==> src/rtl/gpio_bank_ctrl.sv <==
module gpio_bank_ctrl #(
  parameter int          AW        = 12,
  parameter logic [31:0] CLR_READ  = 32'h0BAD_0C1E,
  parameter logic [127:0] WAKE_MASK = {32'h0012_007F, 32'hEC08_0000, 32'h0020_01FC, 32'h8003_FE1B}
) (
  input  logic          clk,
  input  logic          rst_n,
  input  logic [AW-1:0] addr,
  input  logic          wr_en,
  input  logic [31:0]   wdata,
  output logic [31:0]   rdata,
  input  logic [127:0]  pin_in,
  output logic [127:0]  pin_out,
  output logic [127:0]  pin_oe,
  input  logic          halted,
  output logic          irq_pin0,
  output logic          irq_pin1,
  output logic          irq_other,
  output logic          wake_req
);
  localparam int NB = 4;
  localparam int BW = 32;
  localparam int NP = NB * BW;

  typedef enum logic [3:0] {K_NONE, K_LVL, K_DIR, K_SET, K_CLR, K_RISE, K_FALL, K_STAT, K_AFL, K_AFH} kind_t;

  kind_t       kind;
  logic [1:0]  bank;
  logic [31:0] a;
  logic [31:0] base;

  always_comb begin
    kind = K_NONE;
    bank = '0;
    a    = 32'(addr);
    base = '0;
    for (int b = 0; b < NB; b++) begin
      base = (b == NB - 1) ? 32'h100 : 32'(4 * b);
      if (a == base)                 begin kind = K_LVL;  bank = 2'(b); end
      if (a == base + 32'h00C)       begin kind = K_DIR;  bank = 2'(b); end
      if (a == base + 32'h018)       begin kind = K_SET;  bank = 2'(b); end
      if (a == base + 32'h024)       begin kind = K_CLR;  bank = 2'(b); end
      if (a == base + 32'h030)       begin kind = K_RISE; bank = 2'(b); end
      if (a == base + 32'h03C)       begin kind = K_FALL; bank = 2'(b); end
      if (a == base + 32'h048)       begin kind = K_STAT; bank = 2'(b); end
      if (a == 32'h054 + 32'(8 * b)) begin kind = K_AFL;  bank = 2'(b); end
      if (a == 32'h058 + 32'(8 * b)) begin kind = K_AFH;  bank = 2'(b); end
    end
  end

  logic [NP-1:0] dir_q, olat_q, rise_q, fall_q, stat_q;
  logic [NP-1:0] sync1_q, sync2_q, prev_q;
  logic [BW-1:0] setw_q [NB];
  logic [BW-1:0] afl_q  [NB];
  logic [BW-1:0] afh_q  [NB];

  logic [NP-1:0] wvec, bmask, stat_set, stat_clr, lvl;
  assign wvec     = {{(NP-BW){1'b0}}, wdata} << {bank, 5'b0};
  assign bmask    = {{(NP-BW){1'b0}}, {BW{1'b1}}} << {bank, 5'b0};
  assign stat_set = ((sync2_q & ~prev_q & rise_q) | (~sync2_q & prev_q & fall_q)) & ~dir_q;
  assign stat_clr = (wr_en && kind == K_STAT) ? wvec : '0;
  assign lvl      = (olat_q & dir_q) | (sync2_q & ~dir_q);

  always_ff @(posedge clk or negedge rst_n) begin
    if (!rst_n) begin
      dir_q <= '0; olat_q <= '0; rise_q <= '0; fall_q <= '0; stat_q <= '0;
      sync1_q <= '0; sync2_q <= '0; prev_q <= '0;
      wake_req <= 1'b0;
      for (int b = 0; b < NB; b++) begin
        setw_q[b] <= '0; afl_q[b] <= '0; afh_q[b] <= '0;
      end
    end else begin
      sync1_q  <= pin_in;
      sync2_q  <= sync1_q;
      prev_q   <= sync2_q;
      wake_req <= halted && |((sync2_q ^ prev_q) & ~dir_q & WAKE_MASK);
      stat_q   <= (stat_q & ~stat_clr) | stat_set;
      if (wr_en) begin
        case (kind)
          K_DIR:  dir_q  <= (dir_q & ~bmask) | wvec;
          K_SET:  begin olat_q <= olat_q | wvec; setw_q[bank] <= wdata; end
          K_CLR:  olat_q <= olat_q & ~wvec;
          K_RISE: rise_q <= (rise_q & ~bmask) | wvec;
          K_FALL: fall_q <= (fall_q & ~bmask) | wvec;
          K_AFL:  afl_q[bank] <= wdata;
          K_AFH:  afh_q[bank] <= wdata;
          default: ;
        endcase
      end
    end
  end

  always_comb begin
    case (kind)
      K_LVL:   rdata = lvl[bank*BW +: BW];
      K_DIR:   rdata = dir_q[bank*BW +: BW];
      K_SET:   rdata = setw_q[bank];
      K_CLR:   rdata = CLR_READ;
      K_RISE:  rdata = rise_q[bank*BW +: BW];
      K_FALL:  rdata = fall_q[bank*BW +: BW];
      K_STAT:  rdata = stat_q[bank*BW +: BW];
      K_AFL:   rdata = afl_q[bank];
      K_AFH:   rdata = afh_q[bank];
      default: rdata = '0;
    endcase
  end

  assign pin_oe    = dir_q;
  assign pin_out   = olat_q & dir_q;
  assign irq_pin0  = stat_q[0];
  assign irq_pin1  = stat_q[1];
  assign irq_other = |stat_q[NP-1:2];


  oob_ignored_chk: assert property (@(posedge clk) disable iff (!rst_n)
    (wr_en && a >= 32'h200) |=> ($stable(dir_q) && $stable(olat_q) && $stable(rise_q)));

  status_hold_chk: assert property (@(posedge clk) disable iff (!rst_n)
    !(wr_en && kind == K_STAT) |=> ((stat_q & $past(stat_q)) == $past(stat_q)));

  out_no_edge_chk: assert property (@(posedge clk) disable iff (!rst_n)
    ((stat_q & ~$past(stat_q) & $past(dir_q)) == '0));

  drive_only_out_chk: assert property (@(posedge clk) disable iff (!rst_n)
    ((pin_out & ~pin_oe) == '0));

  wake_halted_chk: assert property (@(posedge clk) disable iff (!rst_n)
    wake_req |-> $past(halted));
endmodule

==> config.mk <==
export PLATFORM = sky130hd
export DESIGN_NAME = gpio_bank_ctrl
export DESIGN_NICKNAME = d
export VERILOG_FILES = /design/src/rtl/gpio_bank_ctrl.sv
export SDC_FILE = /design/constraint.sdc
export NUM_CORES = 2
export LEC_CHECK = 0
export BUFFER_PORTS_ARGS = -buffer_cell sky130_fd_sc_hd__buf_2
export CAP_MARGIN = 10
export CORE_ASPECT_RATIO = 0.75
export CORE_MARGIN = 2
export CORE_UTILIZATION = 50
export CTS_CLUSTER_DIAMETER = 60
export DETAILED_ROUTE_END_ITERATION = 7
export PLACE_DENSITY_LB_ADDON = 0.12
export SLEW_MARGIN = 0
export SYNTH_ARGS = -nofsm -noshare
export SYNTH_HDL_FRONTEND = slang
export SYNTH_SLANG_ARGS = --single-unit
==> constraint.sdc <==
create_clock -name clk -period 7.2 [get_ports clk]
set_clock_uncertainty 0.1 [all_clocks]
set_input_delay 0.72 -clock clk [delete_from_list [all_inputs] [get_ports clk]]
set_output_delay 0.72 -clock clk [all_outputs]
set_load 0.01 [all_outputs]
# Word level (Yosys, flattened, before mapping)
# Cells that the tools add are included.
# word_totals
regBits,1409
input_bits,176
out_inout_bits,292
# op_classes
order_cmp,2
eq_ne,44
shifts,7
n_mux,80
n_bitwise,28
n_reduce_logical,14
# op_table
cell,n
$and A128 B128 Y128,12
$or A128 B128 Y128,7
$not A128 Y128,6
$shiftx A128 B8 Y32,5
$bwmux W128,3
$pmux W32 S9,1
$pmux W128 S2,1
$mux W32,7
$bmux W32 S2,3
$eq A12 B7 Y1 const B,13
$mux W4,34
$mux W128,1
$shl A32 B7 Y128,1
$shl A32 B7 Y128 const A,1
$reduce_or A126 Y1,1
$and A117 B117 Y117,1
$xor A117 B117 Y117,1
$eq A12 B6 Y1 const B,8
$eq A12 B9 Y1 const B,7
$demux W32 S2,1
$mux W2,27
$eq A12 B5 Y1 const B,4
$reduce_or A37 Y1,1
$eq A12 B4 Y1 const B,2
13 further kinds,27

# Longest topological paths before layout
# depth
depth_word,43
mapped_depth,16
depth_no_buf,9

# Worst setup path after synthesis
# No wires, ideal clock.
# synth_path
path_kind,input-to-output
startpoint,input port addr[8]
endpoint,output port rdata[29]
t_arrival_ns,3.570
t_required_ns,6.380
path_slack_ns,2.810
path_stages,13
n_path_buf,5
path_cell_list,buf_2 > nor4_4 > a32oi_1 > or3_4 > and3_1 > buf_2 > buf_6 > nor3_4 > buf_2 > buf_4 > o21ai_1 > a41o_1 > o41ai_1
# synth_between
elab_chain_cells,39
word_cells_on_any_way,124
classes_between,44 x eq/ne; 5 x shift; 73 x mux; 1 x bitwise; 1 x reduce/logical
# synth_lines
element,line_no,rtl
from (decl),8,"input logic [AW-1:0] addr,"
$logic_not A12 Y1,39,if (a == base) begin kind = K_LVL; bank = 2'(b); end
$mux W1,39,
$mux W2,40,if (a == base + 32'h00C) begin kind = K_DIR; bank = 2'(b); end
$mux W4,41,if (a == base + 32'h018) begin kind = K_SET; bank = 2'(b); end
$mux W4,42,if (a == base + 32'h024) begin kind = K_CLR; bank = 2'(b); end
$mux W4,43,if (a == base + 32'h030) begin kind = K_RISE; bank = 2'(b); end
$mux W4,44,if (a == base + 32'h03C) begin kind = K_FALL; bank = 2'(b); end
$mux W4,45,if (a == base + 32'h048) begin kind = K_STAT; bank = 2'(b); end
(+23 left out),-,
$mux W4,42,
$mux W4,43,
$mux W4,44,
$mux W4,45,
$mux W4,46,if (a == 32'h054 + 32'(8 * b)) begin kind = K_AFL; bank = 2'(b); end
$mux W4,47,if (a == 32'h058 + 32'(8 * b)) begin kind = K_AFH; bank = 2'(b); end
"$eq A4 B4 Y1, or another cell as far along",94,case (kind)
$pmux W32 S9 *,94,
to (decl),11,"output logic [31:0] rdata,"
# Mark *: on every way between the ends. The rest lies on a longest branch, timed or not. The select of a mux whose other input is x is not followed.

# Final worst setup path
# layout_path
startpoint,input port addr[9]
endpoint,output port rdata[5]
# The elaborated chain is that of the path after synthesis.

==> metrics.md <==
| Metric | Value |
|---|---|
| Outcome | `finished with violations` |
| Failing checks | `design-rule violations` |
| Die height | `309 microns` |
| Final min period | `6.93 ns` |
| Total wire length | `243 mm` |
| RSZ-0062 raised after global routing | `false` |
| Clock slew at reported path FFs | `0.06 ns` |
| Wire length on met2 | `99.6 mm` |
| Post-Synthesis Cells | `5,302` |
| Final HPWL DP | `166 mm` |
| Power Density | `229 nW/um^2` |
| Fin. Hold Viols | `0` |
| # IOs | `468` |
| Routed length per instance | `32.1 microns` |
| Seq pwr share | `0.495` |
| CTS root buffer | `clkbuf_16` |
| Count leader, synth | `dfrtp_1` |
| Vias in the first global route | `46,418` |
| DRT iter0 DRCs | `7,361` |
| Vias | `49,077` |
| Met1 wire length | `102 mm` |
| Seq cells post-synth | `1,409` |
| FP Rows | `111` |
| Worst min-delay path class | `primary input to flip-flop` |
| Asr flop ratio synth | `1.00` |
| First-pass GRT wire length | `345 mm` |
| CP Launch Type | `primary input` |
| Num CTS Buffers | `142` |
| CTS tree | `yes` |
| Worst Path Required | `6.38 ns` |
| Seq/Total Area, Yosys | `0.568` |
| Switch Pwr | `4.01 mW` |
| Die area | `127,000 sq um` |
| Starting Density | `0.506` |
| Total of max-cap violations | `0` |
| Area of placed instances | `66,700 sq um` |
| Critical-path cell list | `buf_2 > nor4_4 > nand2_1 > o311ai_1 > nor3_4 > buf_4 > nand2_1 > buf_4 > o2bb2ai_1 > o311a_1 > nor4_1 > o21ai_1 > buf_2` |
| CTS sink count | `1,409` |
| Cell taking the most area after synthesis | `dfrtp_1` |
| Final core utilization | `0.593` |
| Buf+Inv Stages, Crit Path | `4` |
| Tcrit/Tclk final | `0.963` |
| Synth area leaders | `dfrtp_1 57%, mux2_2 12%, nand2_1 3.6%` |
| Post-DRT Antenna Nets | `0` |
| Area of the core | `123,000 sq um` |
| P_leak | `33.7 nW` |
| Power Total | `16.6 mW` |
| # setup viols final | `0` |
| GRT overflow | `0` |
| DRC | `8` |
| 1st-pass router iterations | `8` |
| Final hold slack | `0.0442 ns` |
| Post-synth top cells | `1,409 x dfrtp_1, 668 x mux2_2, 598 x nand2_1, 320 x a21oi_1, 218 x clkbuf_1` |
| Top layer in use | `met5` |
| Setup TNS | `0 ns` |
| Worst-Margin Slew | `1.18 ns` |
| GP Congestion | `1.00` |
| Crit-path max cell delay | `0.89 ns` |
| Worst slew margin | `0.214` |
| Nets | `6,064` |
| Main flop type after synthesis | `dfrtp_1` |
| Syn_area_per_cell | `11.7 sq um` |
| Initial antenna violation count | `9` |
| Max Root-Sink Buffers | `3` |
| Layout cells sized above 1 | `0.274` |
| CP endpoint kind | `output pin` |
| Post-Syn Area | `62,000 sq um` |
| Critical path class | `primary input to output pin` |
| PortBufs | `467` |
| Slowest-stage cell, CP | `nor4_1` |
| Pint | `12.6 mW` |
| Peak supply drop | `0.253 mV` |
| Share of the synthesized area in the top cell type | `0.568` |
| Switching Fraction | `0.241` |
| Synthesis-to-finish area growth | `17.2%` |
| Largest net degree at the start of global routing | `171` |
| Kind of cell adding the most delay to the critical path | `simple AND/OR/NAND/NOR gates` |
| Clock Latency Late Sink | `0.80 ns` |
| Die Width | `411 microns` |
| Post-synthesis cell type count | `93` |
| YS warnings | `0` |
| Critical path data arrival time | `6.11 ns` |
| Fmax | `0.144 GHz` |
| Gate power share | `0.046` |
| Vias per Instance | `6.48` |
| Crit path max fanout | `17` |
| CTS H-tree lvls | `4` |
| Final Max Slew Viols | `0` |
| Finished Cell Area | `72,700 sq um` |
| Clk pwr share | `0.459` |
| Net Count, Synth | `5,552` |
| Met3 Routed Length | `31.6 mm` |
| Post-synth EDFFs | `0` |
| GRT Util Overall | `0.379` |
==> layout by cell type (no fill, tap or decap), drive strengths merged, types with 13 or more instances in the layout <==
master / synthesis / layout
a221o: 23 / 23
clkbuf: 218 / 202
and2: 118 / 118
mux2i: 73 / 73
o32ai: 13 / 13
o31ai: 14 / 14
a31oi: 167 / 167
nor2: 99 / 99
inv: 204 / 211
a22o: 71 / 71
nand3b: 61 / 61
buf: 190 / 647
clkinv: 0 / 29
a221oi: 55 / 55
a222oi: 88 / 88
dlygate4sd3: 0 / 129
o22ai: 20 / 20
mux2: 726 / 726
a21oi: 323 / 323
nand3: 28 / 28
nand4: 23 / 23
o21ai: 197 / 197
dfrtp: 1409 / 1409
a22oi: 84 / 84
o21bai: 14 / 14
a211oi: 30 / 30
nor3: 40 / 40
nand2: 598 / 598
o2bb2ai: 94 / 94
ha: 74 / 74
o211ai: 23 / 23
nor4: 56 / 56
==> stage by stage <==
step | std cells | setup WS, ns
2_1_floorplan | 5302 | 2.81
3_3_place_gp | 7179 | 0.682
3_5_place_dp | 7179 | 0.648
4_1_cts | 7563 | 0.636
5_1_grt | 7563 | 0.256
6_report | 7569 | 0.267
==> layout make-up <==
cell class	instances	area [sq um]
inverter	204	766
multi-input combinational	3281	24500
clock buffer	202	4170
sequential	1409	35300
fill	10155	49900
tap	1638	2050
timing repair buffer	776	5330
antenna	6	15.0
clock inverter	53	589
==> state kept, by name (all words and copies together), names as in the netlist, named ones only <==
register and flops:
rise_q 128, sync2_q 128, sync1_q 128, afl_q 128
prev_q 128, pin_oe 128, stat_q 128, wake_req 1
fall_q 128, afh_q 128, setw_q 128
==> cell families after synthesis <==
| kind of cell | count (synthesis) | synth area share |
|---|---|---|
| compound gates | 1319 | 0.147 |
| xor+xnor | 5 | 0.000706 |
| fa+ha+maj | 74 | 0.0149 |
| buf+inv | 612 | 0.0411 |
| flops | 1409 | 0.568 |
| mux | 799 | 0.144 |
| simple gates | 1084 | 0.0839 |
==> metal layers <==
metal	global-route usage	vias to the layer above
li1	-	20381
met1	0.552	25196
met2	0.520	3023
met3	0.132	471
met4	0.140	6
met5	0	-
==> power groups by stage <==
stage / sequential [mW] / clock [mW] / combinational [mW]
2_1_floorplan: 8.29 / 0 / 0.265
4_1_cts: 8.21 / 7.70 / 0.758
3_5_place_dp: 8.36 / 0 / 0.701
3_3_place_gp: 8.36 / 0 / 0.700
6_report: 8.22 / 7.63 / 0.769
5_1_grt: 8.23 / 8.02 / 0.835
==> what timing repair did <==
action	in CTS	in global routing
buffers inserted	0	0
resized for setup	0	0
hold buffers	129	0
endpoints found under the hold margin	253	0
==> worst paths after layout <==
| kind | start | end | slack (ns) | depth (start not counted) |
|---|---|---|---|---|
| setup / recovery | addr[9] | rdata[5] | 0.27 | 13 |
| hold / removal | halted | wake_req | 0.04 | 2 |
| setup reg to reg | sync2_q[83] | wake_req | 4.84 | 6 |
| hold reg to reg | sync1_q[87] | sync2_q[87] | 0.24 | 0 |
| max in group asynchronous | rst_n | async pin | 4.93 | 3 |
| min in group asynchronous | rst_n | afh_q[23] | 0.48 | 2 |
Note: power is estimated with default switching activity, not from simulation.
